===== src/rtl/bright_code_quant.sv =====
module bright_code_quant #(
  parameter int SAMPLE_W = 10,
  parameter int CODE_W   = 5
) (
  input  logic                clk,
  input  logic                rst_n,
  input  logic                neg_scale,
  input  logic                sample_valid,
  input  logic [SAMPLE_W-1:0] sample,
  input  logic [SAMPLE_W-1:0] reference,
  output logic [CODE_W-1:0]   code_out,
  output logic                code_changed
);
  localparam int LEVELS   = 1 << CODE_W;
  localparam int PROD_W   = SAMPLE_W + CODE_W + 1;
  localparam int CODE_MAX = LEVELS - 1;

  logic [PROD_W-1:0]   scaled_s;
  logic [CODE_MAX-1:0] above;
  logic [CODE_W-1:0]   raw_code, held, held_nx, out_nx;
  logic                loaded;

  assign scaled_s = PROD_W'(sample) << CODE_W;

  for (genvar k = 1; k <= CODE_MAX; k++) begin : g_thr
    assign above[k-1] = scaled_s >= (PROD_W'(k) * PROD_W'(reference));
  end

  always_comb begin
    raw_code = '0;
    if (reference != '0)
      for (int i = 0; i < CODE_MAX; i++)
        raw_code = raw_code + CODE_W'(above[i]);
  end

  logic [CODE_W:0] raw_x, held_x;
  assign raw_x  = {1'b0, raw_code};
  assign held_x = {1'b0, held};

  always_comb begin
    held_nx = held;
    if (sample_valid) begin
      if (!loaded)                 held_nx = raw_code;
      else if (raw_x >= held_x + 2) held_nx = raw_code - 1'b1;
      else if (raw_x + 2 <= held_x) held_nx = raw_code + 1'b1;
    end
  end

  assign out_nx = neg_scale ? CODE_W'(CODE_MAX) - held_nx : held_nx;

  always_ff @(posedge clk) begin
    if (!rst_n) begin
      held         <= '0;
      loaded       <= 1'b0;
      code_out     <= '0;
      code_changed <= 1'b0;
    end else begin
      held         <= held_nx;
      loaded       <= loaded | sample_valid;
      code_out     <= out_nx;
      code_changed <= out_nx != code_out;
    end
  end
endmodule


===== config.mk =====
export PLATFORM = sky130hd
export DESIGN_NAME = bright_code_quant
export DESIGN_NICKNAME = d
export VERILOG_FILES = /design/src/rtl/bright_code_quant.sv
export SDC_FILE = /design/constraint.sdc
export NUM_CORES = 1
export LEC_CHECK = 0
export BUFFER_PORTS_ARGS = -buffer_cell sky130_fd_sc_hd__buf_2
export CAP_MARGIN = 15
export CORE_MARGIN = 10
export CORE_UTILIZATION = 40
export DETAILED_ROUTE_END_ITERATION = 16
export SLEW_MARGIN = 0
export SYNTH_ARGS = -nofsm -noshare
export SYNTH_HDL_FRONTEND = slang
export SYNTH_SLANG_ARGS = --single-unit
export TNS_END_PERCENT = 5

===== constraint.sdc =====
create_clock -name clk -period 15.2 [get_ports clk]
set_input_delay 3.8 -clock clk [delete_from_list [all_inputs] [get_ports clk]]
set_output_delay 3.8 -clock clk [all_outputs]
set_load 0.05 [all_outputs]

==> results of run 1 <==
==> worst reg2reg max path: stages, from the launching register on <==
cell and delay [ns]:
dfxtp_1 0.52, nand3_1 0.15, xnor2_1 0.15, ha_1 0.28, and2_0 0.16, o21a_1 0.19, a41oi_4 0.19, buf_4 0.17
nor2_1 0.06, a311oi_2 0.31, a2bb2oi_4 0.11, xor2_2 0.17, a2111oi_4 0.31, mux2i_1 0.11, o41a_1 0.31
==> state kept, by name, indices dropped and copies added (netlist names) <==
| register | cells |
|---|---|
| code_changed | 1 |
| code_out | 5 |
| held | 5 |
| loaded | 1 |
==> synth_stat cells, types with 6 or more instances <==
cell	count	area share, %
ha_1	491	38
inv_1	250	5.8
a21oi_1	132	4.1
fa_1	131	16
o21ai_0	94	2.9
xnor2_1	89	4.8
a21o_1	69	3.2
nand2_1	62	1.4
xor2_1	57	3.1
nor2b_1	51	2.0
nand2b_1	44	1.7
nor2_1	43	0.99
nor3_1	34	1.0
o21a_1	32	1.5
o21bai_1	29	1.3
a31oi_1	24	0.92
nand3_1	24	0.74
nand4_1	18	0.69
dfxtp_1	12	1.5
a2111oi_0	10	0.54
a221o_1	8	0.49
and2_1	8	0.31
a211o_1	7	0.38
a31o_2	7	0.38
or3_1	7	0.27
a211oi_1	6	0.28
nor4_1	6	0.23
o41ai_1	6	0.32
==> stage by stage <==
| step | setup TNS [ns] | cells | hold WS [ns] | setup slack [ns] | area [um^2] |
|---|---|---|---|---|---|
| 3_5_place_dp | -0.111 | 2512 | 0.610 | -0.111 | 18000 |
| 3_3_place_gp | -0.0540 | 2512 | 0.617 | -0.0540 | 18000 |
| 2_1_floorplan | 0 | 1849 | 0.647 | 0.423 | 16300 |
| 5_1_grt | -0.0155 | 2516 | 0.674 | -0.0155 | 18200 |
| 6_report | 0 | 2516 | 0.630 | 0.531 | 18200 |
| 4_1_cts | 0 | 2516 | 0.645 | 0.127 | 18100 |
==> path summary, 6_finish.rpt <==
kind / slack [ns] / cells after the start / endpoint / start
setup / recovery: 0.53 / 45 / code_changed$_SDFF_PN0_ / reference[1]
setup reg to reg: 11.90 / 14 / code_changed$_SDFF_PN0_ / held[3]$_SDFF_PN0_
hold / removal: 0.63 / 2 / code_changed$_SDFF_PN0_ / code_out[4]$_SDFF_PN0_
hold reg to reg: 0.63 / 2 / code_changed$_SDFF_PN0_ / code_out[4]$_SDFF_PN0_
==> metal layers <==
metal  global-route usage (%)  wire length [um]  part of all wire [%]
met1                     27.5             24000                    47
met2                     34.2             23600                    46
met3                     1.37              2120                   4.1
met4                     4.46              1240                   2.4
met5                        0                13                 0.025
==> kinds of logic after synthesis <==
family | after synthesis
mux | 1
xor+xnor | 149
buf+inv | 262
flops | 12
compound gates | 475
simple gates | 328
fa+ha+maj | 622
==> cell type report <==
| type | instances | area (um^2) |
|---|---|---|
| timing repair buffer | 149 | 1090 |
| sequential | 12 | 240 |
| inverter | 251 | 942 |
| multi-input combinational | 1575 | 15200 |
| fill | 3948 | 21800 |
| tap | 525 | 657 |
| clock buffer | 4 | 88.8 |
==> timing repair <==
item,4_1_cts,5_1_grt
resized for setup,0,52
hold buffers,0,0
setup endpoints to repair,0,9
==> load_flow_metrics.sql, run 1 <==
INSERT INTO impl_metrics (metric_group, metric, value, unit) VALUES
('routing', 'drt-pass1-iter-count', '5', ''),
('routing', 'post_drt_wl_per_cell', '20.3', 'um'),
('die', 'die_area', '0.0493', 'mm^2'),
('worst_setup_path', 'critical_path.endpoint_type', 'flip-flop', ''),
('routing', 'route.vias.total', '13922', ''),
('cts', 'cts_tree', 'built', ''),
('yosys', 'synth_edf_count', '0', ''),
('global_routing', 'grt_pass1_wl', '81.0', 'mm'),
('global_routing', 'grt_remaining_overflow', '0', ''),
('cts', 'cts_clock_pin_slew_for_the_worst_setup_and_hold_paths', '0.04', 'ns'),
('yosys', 'synth_top_family_by_area', 'adder cells', ''),
('routing', 'antenna_violating_nets_post_route', '0', ''),
('die', 'area_inside_the_core_boundary', '0.0400', 'mm^2'),
('cts', 'clkLatencyLatePin', '0.24', 'ns'),
('final_layout', 'design.final.nets', '2638', ''),
('worst_setup_path', 'critical_path.most_common_cell', 'fa_1', ''),
('timing', 'layout_worst_path_cycle_share', '96.5', '%'),
('yosys', 'async_flop_share', '0', '%'),
('final_layout', 'area_growth_syn_to_layout', '11.8', '%'),
('cts', 'post_cts.repair.setup_buffers', '0', ''),
('worst_setup_path', 'timing.critical_path.max_delay_family', 'adder cells', ''),
('yosys', 'post_synth_num_cell_types', '81', ''),
('worst_setup_path', 'max_stage_delay', '0.62', 'ns'),
('final_layout', 'top_library_cells_by_usage_in_the_layout_fill_and_taps_aside', 'ha_1 (490), inv_1 (247), fa_1 (126), a21oi_1 (122), buf_4 (115)', ''),
('cts', 'clock_sink_count', '12', ''),
('worst_setup_path', 'worstPathRequired', '15.32', 'ns'),
('yosys', 'ys_seq_elements', '12', ''),
('routing', 'count_of_routing_violations_after_the_opening_detailed_route_iteration', '685', ''),
('run_status', 'outcome', 'completed', ''),
('cts', 'clockRootBuffer', 'clkbuf_16', ''),
('cts', 'ctsLongestPathBuffers', '2', ''),
('final_layout', 'n_antenna_cell', '0', ''),
('placed_design', 'dp.final_hpwl', '43.0', 'mm'),
('yosys', 'adder_cell_fraction_of_synth_area', '53.7', '%'),
('timing', 'setup_viol_count_final', '0', ''),
('timing', 'fin_worst_skew', '0.00168', 'ns'),
('worst_setup_path', 'critical_path_buf_inv_count', '10', ''),
('routing', 'drt_drc_violations_left', '0', ''),
('yosys', 'synthesis.instances', '1849', ''),
('yosys', 'syn_avg_cell_area', '8.82', 'um^2'),
('yosys', 'synth_simple_gate_area_share', '10.8', '%'),
('placed_design', 'routabilityCongestion', '0.892', ''),
('cts', 'numCtsBuffers', '3', ''),
('placed_design', 'io_buffer_count', '29', ''),
('global_routing', 'grt_use_total', '20.2', '%'),
('yosys', 'synth_ff_type', 'dfxtp_1', ''),
('yosys', 'synth-compound-area-share', '19.5', '%'),
('worst_setup_path', 'critPathLaunchType', 'input pin', ''),
('worst_setup_path', 'worst_ep_arrival_time', '14.79', 'ns'),
('worst_setup_path', 'timing.critical_path.fanout_max', '5', ''),
('global_routing', 'grt_pass1_vias', '14327', ''),
('routing', 'finalWirelength', '51.0', 'mm'),
('die', 'initial_core_util', '40.8', '%'),
('global_routing', 'number_of_antenna_violations_at_the_first_check_in_global_routing', '2', ''),
('timing', 'timing_max_transition_violations_final', '0', ''),
('yosys', 'syn_nets', '2495', ''),
('yosys', 'synth.area.mux_share', '0.0614', '%'),
('timing', 'period_needed', '14.67', 'ns'),
('global_routing', 'largest_net_degree_at_the_start_of_global_routing', '21', ''),
('die', 'placement_rows', '73', ''),
('yosys', 'synth.yosys.seq_area_share', '1.47', '%'),
('yosys', 'synthesis.yosys.warnings', '0', ''),
('worst_setup_path', 'crit_slowest_cell', 'fa_2', ''),
('timing', 'slew-limit-headroom', '27.5', '%'),
('die', 'die_span_in_x', '222', 'um'),
('yosys', 'syn_area', '0.0163', 'mm^2'),
('cts', 'cts_max_level', '1', ''),
('final_layout', 'drive_gt1_share', '11.0', '%'),
('final_layout', 'final_util', '45.6', '%'),
('timing', 'max_freq', '0.0682', 'GHz'),
('timing', 'worst-slew-pin-transition', '1.06', 'ns'),
('routing', 'vias_per_cell', '5.53', ''),
('die', 'floorplan.io_pins', '30', ''),
('yosys', 'xor_xnor_share_of_the_synthesized_area', '8.14', '%'),
('min_path', 'path_type_of_the_worst_min_delay_path', 'reg -> reg', ''),
('die', 'die_height', '222', 'um'),
('worst_setup_path', 'worst-setup-path-type', 'in -> reg', ''),
('final_layout', 'layout.cells.most_common', 'ha_1', ''),
('job', 'maxCapViolations', '0', ''),
('timing', 'finalHoldViolations', '0', '');
Power of run 1 is not shown: default switching activity piles up to over one toggle a cycle in this logic, so the estimate is an artifact.
==> inputs of run 2 (changes only) <==
- CELL_PAD_IN_SITES_DETAIL_PLACEMENT: default -> 1
- CELL_PAD_IN_SITES_GLOBAL_PLACEMENT: default -> 2
- CORE_UTILIZATION: 40 -> 38
- PLACE_DENSITY_LB_ADDON: default -> 0.1
==> run 2 against run 1 <==
Against the previous run:
- count of clock-buffer cells in the layout down 1
- die area rose by 4.8%
- fmax shrank 0.78%
- critical path type unchanged
- critical endpoint unchanged
==> load_flow_metrics.sql, run 2 (synthesis gave the netlist of run 1 again) <==
INSERT INTO impl_metrics (metric_group, metric, value, unit) VALUES
('cts', 'cts_tree', 'built', ''),
('min_path', 'path_type_of_the_worst_min_delay_path', 'reg -> reg', ''),
('routing', 'route.vias.total', '14374', ''),
('cts', 'numCtsBuffers', '3', ''),
('routing', 'finalWirelength', '59.8', 'mm'),
('placed_design', 'io_buffer_count', '29', ''),
('cts', 'clkLatencyLatePin', '0.23', 'ns'),
('routing', 'antenna_violating_nets_post_route', '0', ''),
('final_layout', 'fillerInstances', '5012', ''),
('job', 'maxCapViolations', '0', ''),
('worst_setup_path', 'critical_path.most_common_cell', 'fa_1', ''),
('die', 'initial_core_util', '38.6', '%'),
('timing', 'setup_viol_count_final', '0', ''),
('worst_setup_path', 'max_stage_delay', '0.62', 'ns'),
('routing', 'post_drt_wl_per_cell', '23.3', 'um'),
('timing', 'max_freq', '0.0676', 'GHz'),
('final_layout', 'layout.cells.most_common', 'ha_1', ''),
('worst_setup_path', 'critPathLaunchType', 'input pin', ''),
('global_routing', 'grt_remaining_overflow', '0', ''),
('placed_design', 'dp.final_hpwl', '50.9', 'mm'),
('min_path', 'holdPathEnd', 'code_changed$_SDFF_PN0_', ''),
('final_layout', 'n_antenna_cell', '0', ''),
('timing', 'finalHoldViolations', '0', ''),
('global_routing', 'largest_net_degree_at_the_start_of_global_routing', '22', ''),
('worst_setup_path', 'setup.reg_to_reg.worst_slack', '11.76', 'ns'),
('die', 'die_height', '227', 'um'),
('cts', 'ctsLongestPathBuffers', '2', ''),
('cts', 'clockRootBuffer', 'clkbuf_16', ''),
('global_routing', 'grt_pass1_wl', '92.2', 'mm'),
('timing', 'fin_worst_skew', '0.00253', 'ns'),
('timing', 'slew-limit-headroom', '46.2', '%'),
('run_status', 'outcome', 'completed', ''),
('min_path', 'hold_path_depth', '2', ''),
('cts', 'cts_max_level', '1', ''),
('routing', 'vias_per_cell', '5.60', ''),
('worst_setup_path', 'critical_path.endpoint_type', 'flip-flop', ''),
('min_path', 'worst_hold_startpoint', 'code_out[4]$_SDFF_PN0_', ''),
('worst_setup_path', 'rr_startpoint', 'held[1]$_SDFF_PN0_', ''),
('global_routing', 'grt_pass1_vias', '15584', ''),
('timing', 'fin_worst_hold_slack', '0.632', 'ns'),
('timing', 'worst-slew-pin-transition', '0.807', 'ns'),
('final_layout', 'drive_gt1_share', '13.9', '%'),
('placed_design', 'routabilityCongestion', '0.895', ''),
('final_layout', 'design.final.nets', '2674', ''),
('die', 'die_area', '0.0516', 'mm^2'),
('placed_design', 'dpl_cell_area', '0.0182', 'mm^2'),
('worst_setup_path', 'timing.critical_path.fanout_max', '5', ''),
('final_layout', 'top_library_cells_by_usage_in_the_layout_fill_and_taps_aside', 'ha_1 (485), inv_1 (247), buf_4 (149), fa_1 (123), a21oi_1 (114)', ''),
('die', 'floorplan.io_pins', '30', ''),
('global_routing', 'grt_use_total', '23.4', '%'),
('worst_setup_path', 'ff2ff_path_depth', '14', ''),
('global_routing', 'number_of_antenna_violations_at_the_first_check_in_global_routing', '1', ''),
('routing', 'drt_drc_violations_left', '0', ''),
('worst_setup_path', 'timing.rr.end', 'code_changed$_SDFF_PN0_', ''),
('worst_setup_path', 'worst_ep_arrival_time', '14.90', 'ns'),
('timing', 'layout_worst_path_cycle_share', '97.3', '%'),
('die', 'die_span_in_x', '227', 'um'),
('die', 'placement_rows', '75', ''),
('routing', 'count_of_routing_violations_after_the_opening_detailed_route_iteration', '624', ''),
('timing', 'period_needed', '14.78', 'ns'),
('cts', 'cts.hold.buffers_added', '0', ''),
('worst_setup_path', 'worst-setup-path-type', 'in -> reg', ''),
('cts', 'cts_clock_pin_slew_for_the_worst_setup_and_hold_paths', '0.04', 'ns'),
('cts', 'clock_sink_count', '12', ''),
('final_layout', 'design_area', '0.0187', 'mm^2'),
('final_layout', 'layout_top_registers', 'code_out (5), held (5)', ''),
('worst_setup_path', 'crit_slowest_cell', 'fa_2', ''),
('worst_setup_path', 'worstPathRequired', '15.31', 'ns'),
('timing', 'timing_max_transition_violations_final', '0', ''),
('routing', 'drt-pass1-iter-count', '5', ''),
('die', 'area_inside_the_core_boundary', '0.0422', 'mm^2'),
('final_layout', 'area_growth_syn_to_layout', '14.4', '%');
run 2: changes by cell type in the layout (fill, tap and decap cells not counted), sizes merged:
cell      before  now
buf          148  183
clkinvlp       0    1
inv          251  250
run 2: cell type report:
class	count	area, um^2	share of cell area, %
Multi-Input combinational cell	1575	15400	82.3
Timing Repair Buffer	185	1370	7.36
Inverter	251	946	5.07
Tap cell	539	674	3.61
Sequential cell	12	240	1.29
Clock buffer	3	75.1	0.402
run 2: metal layers:
metal | up-vias | global-route usage, % | wire length (um)
li1 | 6915 | - | -
met1 | 7208 | 31.5 | 28600
met2 | 187 | 39.2 | 27500
met3 | 62 | 2.48 | 2120
met4 | 2 | 5.76 | 1620
met5 | - | 0 | 10
run 2: metrics by stage:
stage / TNS [ns] / setup slack [ns] / util [%] / cells
2_1_floorplan: 0 / 0.423 / - / 1849
3_3_place_gp: 0 / 0.00973 / 43.0 / 2549
3_5_place_dp: -0.231 / -0.231 / 43.0 / 2549
4_1_cts: 0 / 0.0234 / 43.2 / 2552
5_1_grt: -0.114 / -0.114 / 44.2 / 2565
6_report: 0 / 0.415 / 44.2 / 2565
run 2: critical path: cells and delay by family:
kind	cells	cell delay (ns)
adders and majority gates	13	5.47
AOI/OAI and AO/OA	15	3.51
buffers and inverters	9	1.14
and+or+nand+nor	4	0.50
xor gates and xnor gates	2	0.34
muxes	1	0.11
run 2: worst max path at each step:
stage                  from                       to  slack [ns]  cells past startpoint
4_1_cts        reference[0]  code_changed$_SDFF_PN0_        0.02                     48
2_1_floorplan  reference[3]  code_changed$_SDFF_PN0_        0.42                     45
5_1_grt        reference[1]  code_changed$_SDFF_PN0_       -0.11                     49
6_report       reference[2]  code_changed$_SDFF_PN0_        0.42                     44
3_3_place_gp   reference[0]  code_changed$_SDFF_PN0_        0.01                     48
3_5_place_dp   reference[0]  code_changed$_SDFF_PN0_       -0.23                     48
run 2: what timing repair did:
item                                   CTS  global route
pin swaps                                0            35
endpoints found under the hold margin    0             0
setup buffers                            0            12
setup endpoints to repair                1            10
resized for setup                        1            81
Power of run 2 is left out for the same reason.
